File: config.mk
export PLATFORM = sky130hd
export DESIGN_NAME = pwm_timebase
export DESIGN_NICKNAME = d
export VERILOG_FILES = /design/src/rtl/pwmtb_pkg.sv /design/src/rtl/pwmtb_prescale.sv /design/src/rtl/pwmtb_regs.sv /design/src/rtl/pwmtb_counter.sv /design/src/rtl/pwm_timebase.sv
export SDC_FILE = /design/constraint.sdc
export NUM_CORES = 1
export LEC_CHECK = 0
export ABC_CLOCK_PERIOD_IN_PS = 4750
export BUFFER_PORTS_ARGS = -buffer_cell sky130_fd_sc_hd__buf_2
export CAP_MARGIN = 20
export CORE_MARGIN = 1
export CORE_UTILIZATION = 55
export CTS_CLUSTER_DIAMETER = 40
export DETAILED_ROUTE_END_ITERATION = 6
export PLACE_DENSITY = 0.74
export SYNTH_ARGS = -nofsm -noshare
export SYNTH_HDL_FRONTEND = slang
export SYNTH_SLANG_ARGS = --single-unit
File: constraint.sdc
create_clock -name clk -period 4.75 [get_ports clk]
set_input_delay 0.95 -clock clk [delete_from_list [all_inputs] [get_ports clk]]
set_output_delay 0.95 -clock clk [all_outputs]
set_load 0.01 [all_outputs]
File: src/rtl/pwmtb_pkg.sv
package pwmtb_pkg;

    localparam int CTRL_W      = 16;
    localparam int MODE_LSB    = 0;
    localparam int DIRECT_BIT  = 3;
    localparam int DIVB_LSB    = 7;
    localparam int DIVA_LSB    = 10;
    localparam int RUN_LSB     = 14;
    localparam int DIV_FIELD_W = 3;
    // widest ratio: 2^(2^W-1) * 2*(2^W-1)
    localparam int PRE_W       = (1 << DIV_FIELD_W) - 1 + DIV_FIELD_W + 2;

    typedef enum logic [1:0] {
        CM_UP   = 2'b00,
        CM_DOWN = 2'b01,
        CM_UPDN = 2'b10,
        CM_HOLD = 2'b11
    } cnt_mode_e;

    typedef enum logic [1:0] {
        RUN_HALT     = 2'b00,
        RUN_TO_ZERO  = 2'b01,
        RUN_FREE_ALT = 2'b10,
        RUN_FREE     = 2'b11
    } run_mode_e;

    typedef struct packed {
        run_mode_e              run;
        logic [DIV_FIELD_W-1:0] div_a;
        logic [DIV_FIELD_W-1:0] div_b;
        logic                   prd_direct;
        cnt_mode_e              mode;
    } ctrl_t;

    function automatic ctrl_t decode_ctrl(input logic [CTRL_W-1:0] w);
        ctrl_t c;
        c.run        = run_mode_e'(w[RUN_LSB +: 2]);
        c.div_a      = w[DIVA_LSB +: DIV_FIELD_W];
        c.div_b      = w[DIVB_LSB +: DIV_FIELD_W];
        c.prd_direct = w[DIRECT_BIT];
        c.mode       = cnt_mode_e'(w[MODE_LSB +: 2]);
        return c;
    endfunction

    function automatic logic [PRE_W-1:0] div_ratio(input logic [DIV_FIELD_W-1:0] a,
                                                   input logic [DIV_FIELD_W-1:0] b);
        logic [PRE_W-1:0] hs;
        hs = (b == '0) ? PRE_W'(1) : PRE_W'({b, 1'b0});
        return hs << a;
    endfunction

endpackage

File: src/rtl/pwmtb_prescale.sv
module pwmtb_prescale
    import pwmtb_pkg::*;
(
    input  logic                   clk,
    input  logic                   rst_n,
    input  logic                   tick_en,
    input  logic                   restart,
    input  logic [DIV_FIELD_W-1:0] div_a,
    input  logic [DIV_FIELD_W-1:0] div_b,
    output logic                   tb_tick
);

    typedef struct packed {
        logic [PRE_W-1:0] cnt;
    } pre_st_t;

    pre_st_t          st_q, st_d;
    logic [PRE_W-1:0] last;

    always_comb begin
        last    = div_ratio(div_a, div_b) - PRE_W'(1);
        st_d    = st_q;
        tb_tick = 1'b0;
        if (restart) begin
            st_d.cnt = '0;
        end else if (tick_en) begin
            if (st_q.cnt >= last) begin
                st_d.cnt = '0;
                tb_tick  = 1'b1;
            end else begin
                st_d.cnt = st_q.cnt + PRE_W'(1);
            end
        end
    end

    always_ff @(posedge clk or negedge rst_n) begin
        if (!rst_n) st_q <= '0;
        else        st_q <= st_d;
    end

endmodule

File: src/rtl/pwmtb_regs.sv
module pwmtb_regs
    import pwmtb_pkg::*;
#(
    parameter int CNT_W     = 16,
    parameter int ADDR_W    = 6,
    parameter int CTRL_ADDR = 0,
    parameter int PRD_ADDR  = 10
) (
    input  logic              clk,
    input  logic              rst_n,
    input  logic              wr_en,
    input  logic [ADDR_W-1:0] wr_addr,
    input  logic [CNT_W-1:0]  wr_data,
    input  logic              zero_load,
    output ctrl_t             ctrl,
    output logic              ctrl_wr,
    output logic [CNT_W-1:0]  prd_act,
    output logic [CNT_W-1:0]  prd_next
);

    typedef struct packed {
        ctrl_t            ctrl;
        logic [CNT_W-1:0] staged;
        logic [CNT_W-1:0] active;
    } reg_st_t;

    reg_st_t st_q, st_d;
    logic    hit_ctrl;
    logic    hit_prd;
    logic    unused_ctrl_bits;

    assign hit_ctrl         = wr_en && (wr_addr == ADDR_W'(CTRL_ADDR));
    assign hit_prd          = wr_en && (wr_addr == ADDR_W'(PRD_ADDR));
    assign unused_ctrl_bits = ^{wr_data[13], wr_data[6:4]};

    always_comb begin
        st_d = st_q;
        if (hit_ctrl) begin
            st_d.ctrl = decode_ctrl(wr_data[CTRL_W-1:0]);
        end
        if (hit_prd) begin
            st_d.staged = wr_data;
            if (st_q.ctrl.prd_direct) begin
                st_d.active = wr_data;
            end
        end
        // zero reload forwards a write landing in the same cycle
        if (zero_load) begin
            st_d.active = st_d.staged;
        end
    end

    always_ff @(posedge clk or negedge rst_n) begin
        if (!rst_n) st_q <= '0;
        else        st_q <= st_d;
    end

    assign ctrl     = st_q.ctrl;
    assign ctrl_wr  = hit_ctrl;
    assign prd_act  = st_q.active;
    assign prd_next = st_d.active;

endmodule

File: src/rtl/pwmtb_counter.sv
module pwmtb_counter
    import pwmtb_pkg::*;
#(
    parameter int CNT_W = 16
) (
    input  logic             clk,
    input  logic             rst_n,
    input  logic             tb_tick,
    input  cnt_mode_e        mode,
    input  run_mode_e        run,
    input  logic [CNT_W-1:0] prd_act,
    input  logic [CNT_W-1:0] prd_next,
    output logic [CNT_W-1:0] cnt,
    output logic             zero_stb,
    output logic             prd_stb,
    output logic             zero_load
);

    typedef struct packed {
        logic [CNT_W-1:0] cnt;
        logic             down;
    } ctr_st_t;

    typedef struct packed {
        logic zero;
        logic prd;
    } stb_st_t;

    ctr_st_t st_q, st_d;
    stb_st_t stb_q, stb_d;
    logic    advance;
    logic    may_run;

    always_comb begin
        st_d    = st_q;
        may_run = (run == RUN_FREE) || (run == RUN_FREE_ALT) ||
                  ((run == RUN_TO_ZERO) && (st_q.cnt != '0));
        advance = tb_tick && (mode != CM_HOLD) && may_run;
        if (advance) begin
            unique case (mode)
                CM_UP: begin
                    st_d.down = 1'b0;
                    st_d.cnt  = (st_q.cnt >= prd_act) ? '0 : st_q.cnt + CNT_W'(1);
                end
                CM_DOWN: begin
                    st_d.down = 1'b1;
                    if ((st_q.cnt == '0) || (st_q.cnt > prd_act)) st_d.cnt = prd_act;
                    else                                          st_d.cnt = st_q.cnt - CNT_W'(1);
                end
                CM_UPDN: begin
                    if (prd_act == '0) begin
                        st_d.cnt  = '0;
                        st_d.down = 1'b0;
                    end else if (!st_q.down) begin
                        if (st_q.cnt >= prd_act) begin
                            st_d.cnt  = st_q.cnt - CNT_W'(1);
                            st_d.down = 1'b1;
                        end else begin
                            st_d.cnt = st_q.cnt + CNT_W'(1);
                        end
                    end else begin
                        if (st_q.cnt == '0) begin
                            st_d.cnt  = CNT_W'(1);
                            st_d.down = 1'b0;
                        end else begin
                            st_d.cnt = st_q.cnt - CNT_W'(1);
                        end
                    end
                end
                CM_HOLD: begin
                end
                default: begin
                end
            endcase
        end
    end

    assign zero_load = advance && (st_d.cnt == '0);

    always_comb begin
        stb_d.zero = zero_load;
        stb_d.prd  = advance && (st_d.cnt == prd_next);
    end

    always_ff @(posedge clk or negedge rst_n) begin
        if (!rst_n) begin
            st_q  <= '0;
            stb_q <= '0;
        end else begin
            st_q  <= st_d;
            stb_q <= stb_d;
        end
    end

    assign cnt      = st_q.cnt;
    assign zero_stb = stb_q.zero;
    assign prd_stb  = stb_q.prd;

endmodule

File: src/rtl/pwm_timebase.sv
module pwm_timebase
    import pwmtb_pkg::*;
#(
    parameter int CNT_W     = 16,
    parameter int ADDR_W    = 6,
    parameter int CTRL_ADDR = 0,
    parameter int PRD_ADDR  = 10
) (
    input  logic              clk,
    input  logic              rst_n,
    input  logic              wr_en,
    input  logic [ADDR_W-1:0] wr_addr,
    input  logic [CNT_W-1:0]  wr_data,
    input  logic              tick_en,
    output logic [CNT_W-1:0]  cnt_o,
    output logic              zero_stb_o,
    output logic              prd_stb_o
);

    ctrl_t            ctrl;
    cnt_mode_e        ctrl_mode;
    run_mode_e        ctrl_run;
    logic             ctrl_wr;
    logic [CNT_W-1:0] prd_act;
    logic [CNT_W-1:0] prd_next;
    logic             tb_tick;
    logic             zero_load;

    assign ctrl_mode = ctrl.mode;
    assign ctrl_run  = ctrl.run;

    pwmtb_regs #(
        .CNT_W    (CNT_W),
        .ADDR_W   (ADDR_W),
        .CTRL_ADDR(CTRL_ADDR),
        .PRD_ADDR (PRD_ADDR)
    ) u_regs (
        .clk      (clk),
        .rst_n    (rst_n),
        .wr_en    (wr_en),
        .wr_addr  (wr_addr),
        .wr_data  (wr_data),
        .zero_load(zero_load),
        .ctrl     (ctrl),
        .ctrl_wr  (ctrl_wr),
        .prd_act  (prd_act),
        .prd_next (prd_next)
    );

    pwmtb_prescale u_pre (
        .clk    (clk),
        .rst_n  (rst_n),
        .tick_en(tick_en),
        .restart(ctrl_wr),
        .div_a  (ctrl.div_a),
        .div_b  (ctrl.div_b),
        .tb_tick(tb_tick)
    );

    pwmtb_counter #(
        .CNT_W(CNT_W)
    ) u_ctr (
        .clk      (clk),
        .rst_n    (rst_n),
        .tb_tick  (tb_tick),
        .mode     (ctrl_mode),
        .run      (ctrl_run),
        .prd_act  (prd_act),
        .prd_next (prd_next),
        .cnt      (cnt_o),
        .zero_stb (zero_stb_o),
        .prd_stb  (prd_stb_o),
        .zero_load(zero_load)
    );

endmodule

# [Word level (Yosys, flattened, before mapping)]
# Index checks and enable logic that the tools add are counted.
[word_totals] elab_cells=68 out_inout_bits=18 input_bits=26 reg_bits=74
[op_classes] shifts=1 addsub=4 n_eq_ne=8 n_lt_le_gt_ge=3 mux=20 reduce_logical=20
[op_table] op="two-way mux 16 bit" n=6
[op_table] op="two-way mux 17 bit" n=3
[op_table] op="one-hot mux 17 bit (3 select lines)" n=1
[op_table] op="zero test 16 bit" n=3
[op_table] op="two-way mux 12 bit" n=3
[op_table] op="two-way mux 32 bit" n=1
[op_table] op="adder 16 x 1 -> 16 bit (second input constant)" n=1
[op_table] op="== test 16 bit" n=1
[op_table] op=">= comparator 16 bit" n=1
[op_table] op="greater-than comparator 16 bit" n=1
[op_table] op="nonzero test 16 bit" n=1
[op_table] op="subtractor 16 x 1 -> 16 bit (second input constant)" n=1
[op_table] op="adder 12 x 1 -> 12 bit (second input constant)" n=1
[op_table] op=">= comparator 12 bit" n=1
[op_table] op="<< shifter 12 x 3 -> 12 bit" n=1
[op_table] op="subtractor 12 x 1 -> 12 bit (second input constant)" n=1
[op_table] op="logical AND 1 bit" n=7
[op_table] op="== test 2 bit (second input constant)" n=3
[op_table] op="== test 6 x 4 -> 1 bit (second input constant)" n=1
[op_table] op="zero test 6 bit" n=1
[op_table] op="two-way mux 1 bit" n=5
[op_table] op="== test 2 x 1 -> 1 bit (second input constant)" n=2
[op_table] op="two-way mux 4 bit" n=1
[op_table] op="zero test 3 bit" n=1
[op_table] op="6 further kinds" n=8

# [Logic depth before layout (Yosys ltp)]
# Gate-level depths: netlist of the first run.
[logic_depth] ltp_word=16 mapped_depth=28 mapped_depth_nobuf=26

# [By module]
# A second synthesis of the first run with hierarchy kept.
[hier_totals] hier_cells=840 area_unflattened_um2=7161.9
[modules_own_cells] module="pwmtb_counter" seq_area_each_um2=475.5 n_inst=1 cells_per_inst=420 area_each_um2=3301.9
[modules_own_cells] module="pwmtb_regs" seq_area_each_um2=1076.0 n_inst=1 cells_per_inst=234 area_each_um2=2374.8
[modules_own_cells] module="pwmtb_prescale" seq_area_each_um2=300.3 n_inst=1 cells_per_inst=186 area_each_um2=1485.2

# [Worst setup path after synthesis of the first run]
# Ideal clock, no wire load.
[synth_timing] kind="register to register" startpoint="reg u_regs.st_q (netlist bit u_regs.ctrl[3])" endpoint="reg u_ctr.stb_q (netlist bit u_ctr.prd_stb)" path_stages_with_launch=26 path_buffers=3 period_less_slack_ns=5.169 setup_slack_ns=-0.419 t_required_ns=4.654 arrival_time_ns=5.074 path_cell_list="dfrtp_1 clkbuf_1 nor2b_1 a21oi_1 or3_1 ha_1 nand3_1 a2111oi_0 a21oi_1 nor2_1 a21oi_1 o22ai_1 ha_1 o21ai_0 a22oi_1 and4_4 buf_2 clkbuf_1 o21ai_0 a21boi_0 and3_1 nand2_4 mux2_2 xnor2_2 nand4_1 nor4_2"
[synth_rtl] item="start, declared" line_no="pwmtb_regs.sv:27" rtl="reg_st_t st_q, st_d;"
[synth_rtl] item="start signal, assigned" line_no="pwmtb_regs.sv:55" rtl="else st_q <= st_d;"
[synth_rtl] item="end signal, assigned" line_no="pwmtb_counter.sv:91" rtl="stb_q <= stb_d;"
[synth_rtl] item="end, declared" line_no="pwmtb_counter.sv:30" rtl="stb_st_t stb_q, stb_d;"

==> impl_metrics.yaml, run 1 <==
run_status:
  status: "finished with violations"
  violations: "setup timing"
place:
  gp_congestion: 1.04
  numPortBuffers: 43
  post-dp-hpwl_um: 15400
  dp_cells: 927
  dp_slack_ns: -0.521
synthesis:
  synthArstFlopShare_pct: 100
  synth_edf_count: 0
  synth_warnings: 0
  ys_seq_elements: 74
  synth_top_area_share_pct: 30.3
  synth.most_common_cell: "dfrtp_1"
  synth_common_cells: "dfrtp_1, nand2_1, o21ai_0"
  syn_area_per_cell_sq_um: 8.69
  syn-num-nets: 761
  synth_top_area_cell: "dfrtp_1"
  synth_area_leaders: "dfrtp_1, ha_1, mux2_2, o21ai_0, mux2i_1"
  synth_flop_cell: "dfrtp_1"
  synth_cells: 703
  netlist_area_sq_um: 6110
  ys_types: 81
  yosysSeqAreaShare_pct: 30.3
die:
  start_util_pct: 56.4
  die_w_um: 107
  pin_count: 44
  core.rowCount: 38
  die-area_sq_um: 11500
  core_sq_um: 10800
  die_y_um: 107
layout:
  antenna_cells: 0
  fin_util_pct: 70.4
  drive_gt1_share_pct: 33.4
  register_area_sq_um: 1860
  multi_input_area_sq_um: 4010
  syn_to_final_growth_pct: 24.9
  nFillCells: 814
  instances_no_fill: 973
  nets: 886
worst_setup_path:
  worstSetupEndpointType: "flop"
  crit_type: "flop to flop"
  arrival_ns: 5.50
  critPathMaxFanout: 5
  crit_required_ns: 5.02
  critPathMaxStageDelay_ns: 0.45
  critPathLaunchType: "flop"
  slowest_stage: "dfrtp_2"
grt:
  grt_pass1_vias: 5996
  grt_usage_pct: 37.3
  grt_max_degree: 75
  antenna_found_initial: 0
  grt_pass1_wl_um: 32200
  grt_overflow: 0
clock_network:
  cts_buffer_depth: 2
  cts_hold_buf: 0
  htree_levels: 3
  path_clk_slew_ns: 0.08
  clk_latency_ns: 0.36
  cts_tree: "built"
  clockRootBuffer: "clkbuf_8"
  cts_buffers: 9
  cts.sinks: 74
sta:
  setup_violations: 9
  final-hold-violation-count: 0
  drv_slew: 0
  worst_pin_slew_ns: 0.975
  skew_ns: 0.0105
  holdWs_ns: 0.510
  layout_min_cycle_time_ns: 5.23
  setup_ws_ns: -0.479
  grt_setup_unrepaired: "yes"
  relSlewSlack_pct: 35.0
  fin_crit_sh_pct: 110
  max_freq_ghz: 0.191
pwr:
  p_leak_nw: 3.59
  p_int_w: 0.00168
  pwr-share-comb_pct: 57.8
  max-vdd-ir-drop_mv: 0.282
  power_frac_clock_pct: 16.7
  power.density_nw_per_um2: 402
  swShare_pct: 45.1
  power.switching_w: 0.00138
  seqPwrFrac_pct: 25.5
flow_run:
  drv_cap: 0
min_path:
  hold_path.class: "flop to flop"
detailed_routing:
  antenna_left: 0
  avgRoutedWirePerCell_um: 22.0
  drtIter0Drc: 648
  vias: 6327
  dr.pass1.iters: 6
  viasPerCell: 6.50
  remaining_drc_errors: 0
  routed_wl_um: 21400
[metal layers]
| layer | track usage [%] | share of wire [%] | vias up |
|---|---|---|---|
| li1 | - | - | 2823 |
| met1 | 50.5 | 40 | 3032 |
| met2 | 55.1 | 44 | 386 |
| met3 | 9.50 | 11 | 86 |
| met4 | 18.1 | 4.6 | 0 |
| met5 | 0 | 0 | - |
[final cells by class]
cell class / count / share of cell area, %
sequential: 74 / 24.3
multi-input combinational: 532 / 52.5
clock inverter: 7 / 1.02
timing repair buffer: 169 / 16.1
clock buffer: 9 / 1.62
inverter: 42 / 2.07
tap: 140 / 2.29
[worst max-delay path: cells and delay by family, from the launching register on]
kind | cells | cell delay (ns)
mux | 1 | 0.16
fa+ha+maj | 2 | 0.51
compound gates | 10 | 1.56
simple gates | 10 | 1.92
buf+inv | 3 | 0.52
flops | 1 | 0.45
[final timing paths]
kind                            startpoint              end  slack (ns)  cells past startpoint
min                        u_regs.st_q[26]  u_regs.st_q[26]        0.51                      1
min in group asynchronous            rst_n    u_ctr.st_q[0]        0.72                      1
max reg2reg                 u_regs.ctrl[3]    u_ctr.prd_stb       -0.48                     26
min reg2reg                u_regs.st_q[26]  u_regs.st_q[26]        0.51                      1
max                         u_regs.ctrl[3]    u_ctr.prd_stb       -0.48                     26
max in group asynchronous            rst_n   u_regs.ctrl[3]        3.31                      1
[cells by family (layout without fill, tap and decap cells)]
| kind of cell | after synthesis | count (layout) | share of synthesized area [%] |
|---|---|---|---|
| multiplexers | 57 | 57 | 9.99 |
| other | 1 | 1 | 0.0614 |
| adder cells (fa/ha/maj) | 32 | 32 | 6.55 |
| buffers and inverters | 98 | 227 | 7.92 |
| AND/OR/NAND/NOR | 236 | 237 | 21.5 |
| flip-flops | 74 | 74 | 30.3 |
| AO/OA/AOI/OAI | 174 | 174 | 18.9 |
| XOR/XNOR | 31 | 31 | 4.69 |
[power groups by stage]
stage | combinational (W) | sequential [W] | clock (W)
after global routing | 0.00189 | 0.000792 | 0.000543
after CTS | 0.00165 | 0.000781 | 0.000515
after detailed placement | 0.00156 | 0.000794 | 0
final | 0.00177 | 0.000782 | 0.000513
after global placement | 0.00155 | 0.000789 | 0
after floorplan | 0.00106 | 0.000776 | 0
[cell usage in the layout (no fill, tap or decap), types with 5 or more instances in the layout]
cell type	n
a211oi_1	7
a21oi_1	22
a22oi_1	6
and3_1	12
buf_2	44
buf_4	115
buf_6	6
clkbuf_8	9
dfrtp_1	70
ha_1	30
inv_1	41
mux2_2	29
mux2i_1	20
mux2i_2	5
nand2_1	62
nand2b_1	8
nand3_1	17
nand4_1	22
nor2_1	39
nor2b_1	7
nor3_1	16
nor4_1	8
o211ai_1	6
o21ai_0	59
o221ai_1	6
o22ai_1	6
or4_1	5
xnor2_1	16
xor2_1	11
[per-stage QoR]
step | instance area (sq um) | total power, W | TNS, ns
2_1_floorplan | 6220 | 0.00184 | 0
4_1_cts | 7370 | 0.00295 | -0.475
5_1_grt | 7630 | 0.00323 | -4.95
3_3_place_gp | 6990 | 0.00234 | -0.436
6_report | 7630 | 0.00307 | -1.59
3_5_place_dp | 6990 | 0.00236 | -1.10
[flip-flops by register name (all words and copies together), names as in the netlist]
| name | count |
|---|---|
| u_pre.st_q | 12 |
| u_ctr.zero_stb | 1 |
| u_ctr.cnt | 16 |
| u_regs.prd_act | 16 |
| u_regs.st_q | 16 |
| u_regs.ctrl | 11 |
| u_ctr.prd_stb | 1 |
| u_ctr.st_q | 1 |
[repair_timing]
item	in CTS	in global routing
pin swaps	9	16
resized for setup	20	27
buffers inserted	12	16
gates cloned	1	1
setup endpoints to repair	18	18
No activity file was read; power rests on OpenSTA's default activity.
==> run 2: changes to the inputs <==
ABC_AREA = 1   (was unset)
CORE_ASPECT_RATIO = 0.7   (was unset)
PLACE_DENSITY = 0.73   (was 0.74)
==> run 2 against run 1 <==
Compared with the run above: the flow still finishes with violations (setup timing); maximum frequency increased by 9.3%; global-route usage decreased by 4.5 points; clock power increased by 45%; die area increased by 6.7%; cell count increased by 24%; via count increased by 8.6%; largest cell class unchanged.
==> impl_metrics.yaml, run 2 <==
pwr:
  power_frac_clock_pct: 17.1
  pwr-share-comb_pct: 60.6
  seqPwrFrac_pct: 22.2
  power.density_nw_per_um2: 572
  max-vdd-ir-drop_mv: 0.300
  swShare_pct: 49.9
  total_power_w: 0.00435
  p_int_w: 0.00218
  p_leak_nw: 3.87
  power.switching_w: 0.00217
worst_setup_path:
  slowest_stage: "dfrtp_1"
  crit_family: "simple AND/OR/NAND/NOR gates"
  r2r_setup_slack_ns: -0.04
  crit_required_ns: 5.01
  critPathMaxStageDelay_ns: 0.41
  timing.critical_path.mode_cell: "nand2_1"
  arrival_ns: 5.05
  critPathLaunchType: "flop"
  crit_type: "flop to flop"
  worstSetupEndpointType: "flop"
  cp_num_buf_inv: 4
  critPathMaxFanout: 6
sta:
  final-hold-violation-count: 0
  fin_crit_sh_pct: 101
  max_freq_ghz: 0.209
  skew_ns: 0.00554
  setup_violations: 1
  relSlewSlack_pct: 37.2
  setup_ws_ns: -0.0352
  holdWs_ns: 0.497
  drv_slew: 0
  layout_min_cycle_time_ns: 4.79
  worst_pin_slew_ns: 0.941
  grt_setup_unrepaired: "yes"
synthesis:
  synth_top_area_cell: "dfrtp_1"
  synth_area_leaders: "dfrtp_1, nand2_1, inv_1, nand3_1, ha_1"
  synth_cells: 996
  ys_types: 45
  netlist_area_sq_um: 6520
  syn_area_per_cell_sq_um: 6.55
  synth_warnings: 0
  synth_flop_cell: "dfrtp_1"
  yosysSeqAreaShare_pct: 28.4
  synth.most_common_cell: "nand2_1"
  synthArstFlopShare_pct: 100
  syn-num-nets: 1054
  synth_common_cells: "nand2_1, inv_1, nand3_1"
  ys_seq_elements: 74
  synth_top_area_share_pct: 28.4
  synth_edf_count: 0
grt:
  antenna_found_initial: 0
  grt_pass1_vias: 6045
  grt_pass1_wl_um: 31300
  grt_usage_pct: 32.7
  grt_overflow: 0
  grt_max_degree: 75
clock_network:
  path_clk_slew_ns: 0.06
  clk_latency_ns: 0.34
  cts.sinks: 74
  cts_hold_buf: 0
  htree_levels: 3
  clockRootBuffer: "clkbuf_16"
  cts_buffers: 9
  cts_buffer_depth: 2
  cts_tree: "built"
die:
  core.rowCount: 32
  die_w_um: 132
  core_sq_um: 11300
  pin_count: 44
  start_util_pct: 57.8
  die_y_um: 93.1
  die-area_sq_um: 12300
layout:
  drive_gt1_share_pct: 19.4
  register_area_sq_um: 1850
  nFillCells: 1041
  nets: 1109
  multi_input_area_sq_um: 4020
  layout_common_cells: "nand2_1, inv_1, nand3_1"
  antenna_cells: 0
  layout_commonest_cell: "nand2_1"
  syn_to_final_growth_pct: 16.8
detailed_routing:
  dr.pass1.iters: 7
  viasPerCell: 5.68
  antenna_left: 0
  avgRoutedWirePerCell_um: 16.8
  routed_wl_um: 20300
  vias: 6869
  remaining_drc_errors: 0
  drtIter0Drc: 894
place:
  gp_congestion: 1.01
  numPortBuffers: 43
  post-dp-hpwl_um: 15000
run_status:
  status: "finished with violations"
  violations: "setup timing"
flow_run:
  drv_cap: 0
min_path:
  hold_path.class: "flop to flop"
==> run 2: changes by cell type in the layout (fill, tap and decap cells not counted), moves of 18 or more <==
cell	change
inv_1	+92
xor2_1	+24
nand2_1	+216
buf_4	-77
nand3_1	+68
mux2_2	-24
nor2_1	+20
mux2i_1	-18
nand2_2	+31
==> run 2: path summary, 6_finish.rpt <==
check                                 from               to  cells past startpoint
max                         u_regs.ctrl[5]    u_ctr.prd_stb                     34
min                        u_regs.ctrl[10]  u_regs.ctrl[10]                      2
max reg2reg                 u_regs.ctrl[5]    u_ctr.prd_stb                     34
min reg2reg                u_regs.ctrl[10]  u_regs.ctrl[10]                      2
max in group asynchronous            rst_n   u_regs.ctrl[6]                      1
min in group asynchronous            rst_n     u_ctr.cnt[4]                      1
==> run 2: per-stage QoR <==
stage,cell area [sq um],setup TNS [ns],util (%),instances,setup WS [ns]
2_1_floorplan,6520,0,-,996,0.599
3_3_place_gp,6860,0,60.7,1175,0.0102
6_report,7620,-0.0352,67.5,1209,-0.0352
3_5_place_dp,6860,-0.165,60.7,1175,-0.165
4_1_cts,7220,0,64.0,1193,0.0106
5_1_grt,7620,-0.254,67.5,1209,-0.254
==> run 2: worst reg2reg max path: cells and delay by family (launching register included) <==
family / cells / cell delay (ns)
AO/OA/AOI/OAI: 3 / 0.27
XOR/XNOR: 1 / 0.17
flip-flops: 1 / 0.41
AND/OR/NAND/NOR: 24 / 2.73
buffers and inverters: 4 / 0.58
adder cells (fa/ha/maj): 2 / 0.55
==> run 2: layer usage <==
| layer | part of all wire [%] | track usage (%) | up-vias |
|---|---|---|---|
| met4 | 1.2 | 6.88 | 0 |
| met2 | 40 | 45.3 | 382 |
| met5 | 0 | 0 | - |
| met3 | 10 | 6.88 | 35 |
| met1 | 48 | 51.1 | 3170 |
| li1 | - | - | 3282 |
==> run 2: power groups by stage <==
| stage | registers [W] | clock network, W | logic [W] |
|---|---|---|---|
| 3_3_place_gp | 0.000959 | 0 | 0.00237 |
| 6_report | 0.000968 | 0.000746 | 0.00264 |
| 4_1_cts | 0.000955 | 0.000751 | 0.00241 |
| 5_1_grt | 0.000979 | 0.000782 | 0.00293 |
| 3_5_place_dp | 0.000963 | 0 | 0.00239 |
| 2_1_floorplan | 0.000909 | 0 | 0.00182 |
==> run 2: timing repair <==
action / in CTS / in global routing
endpoints found under the setup margin: 1 / 10
pin swaps: 1 / 41
resized for setup: 10 / 84
hold endpoints to repair: 0 / 0
buffers inserted: 1 / 14
gates cloned: 1 / 2
==> run 2: area by class of cell <==
class	instances	share of cell area (%)
clock buffers	9	2.96
clock inverters	7	1.33
inverters	148	7.54
multi-input cells	727	52.8
flip-flops and latches	74	24.3
well taps	153	2.51
repair buffers	90	8.38
repair inverters	1	0.148
==> run 2: cells by family (layout without fill, tap and decap cells) <==
family / Yosys count / after routing / synth area share [%]
compound gates: 111 / 111 / 9.34
xor+xnor: 39 / 39 / 5.24
fa+ha+maj: 32 / 32 / 6.14
buf+inv: 195 / 255 / 13.2
simple gates: 537 / 537 / 36.4
mux: 7 / 7 / 1.17
flops: 74 / 74 / 28.4
other cells: 1 / 1 / 0.0575
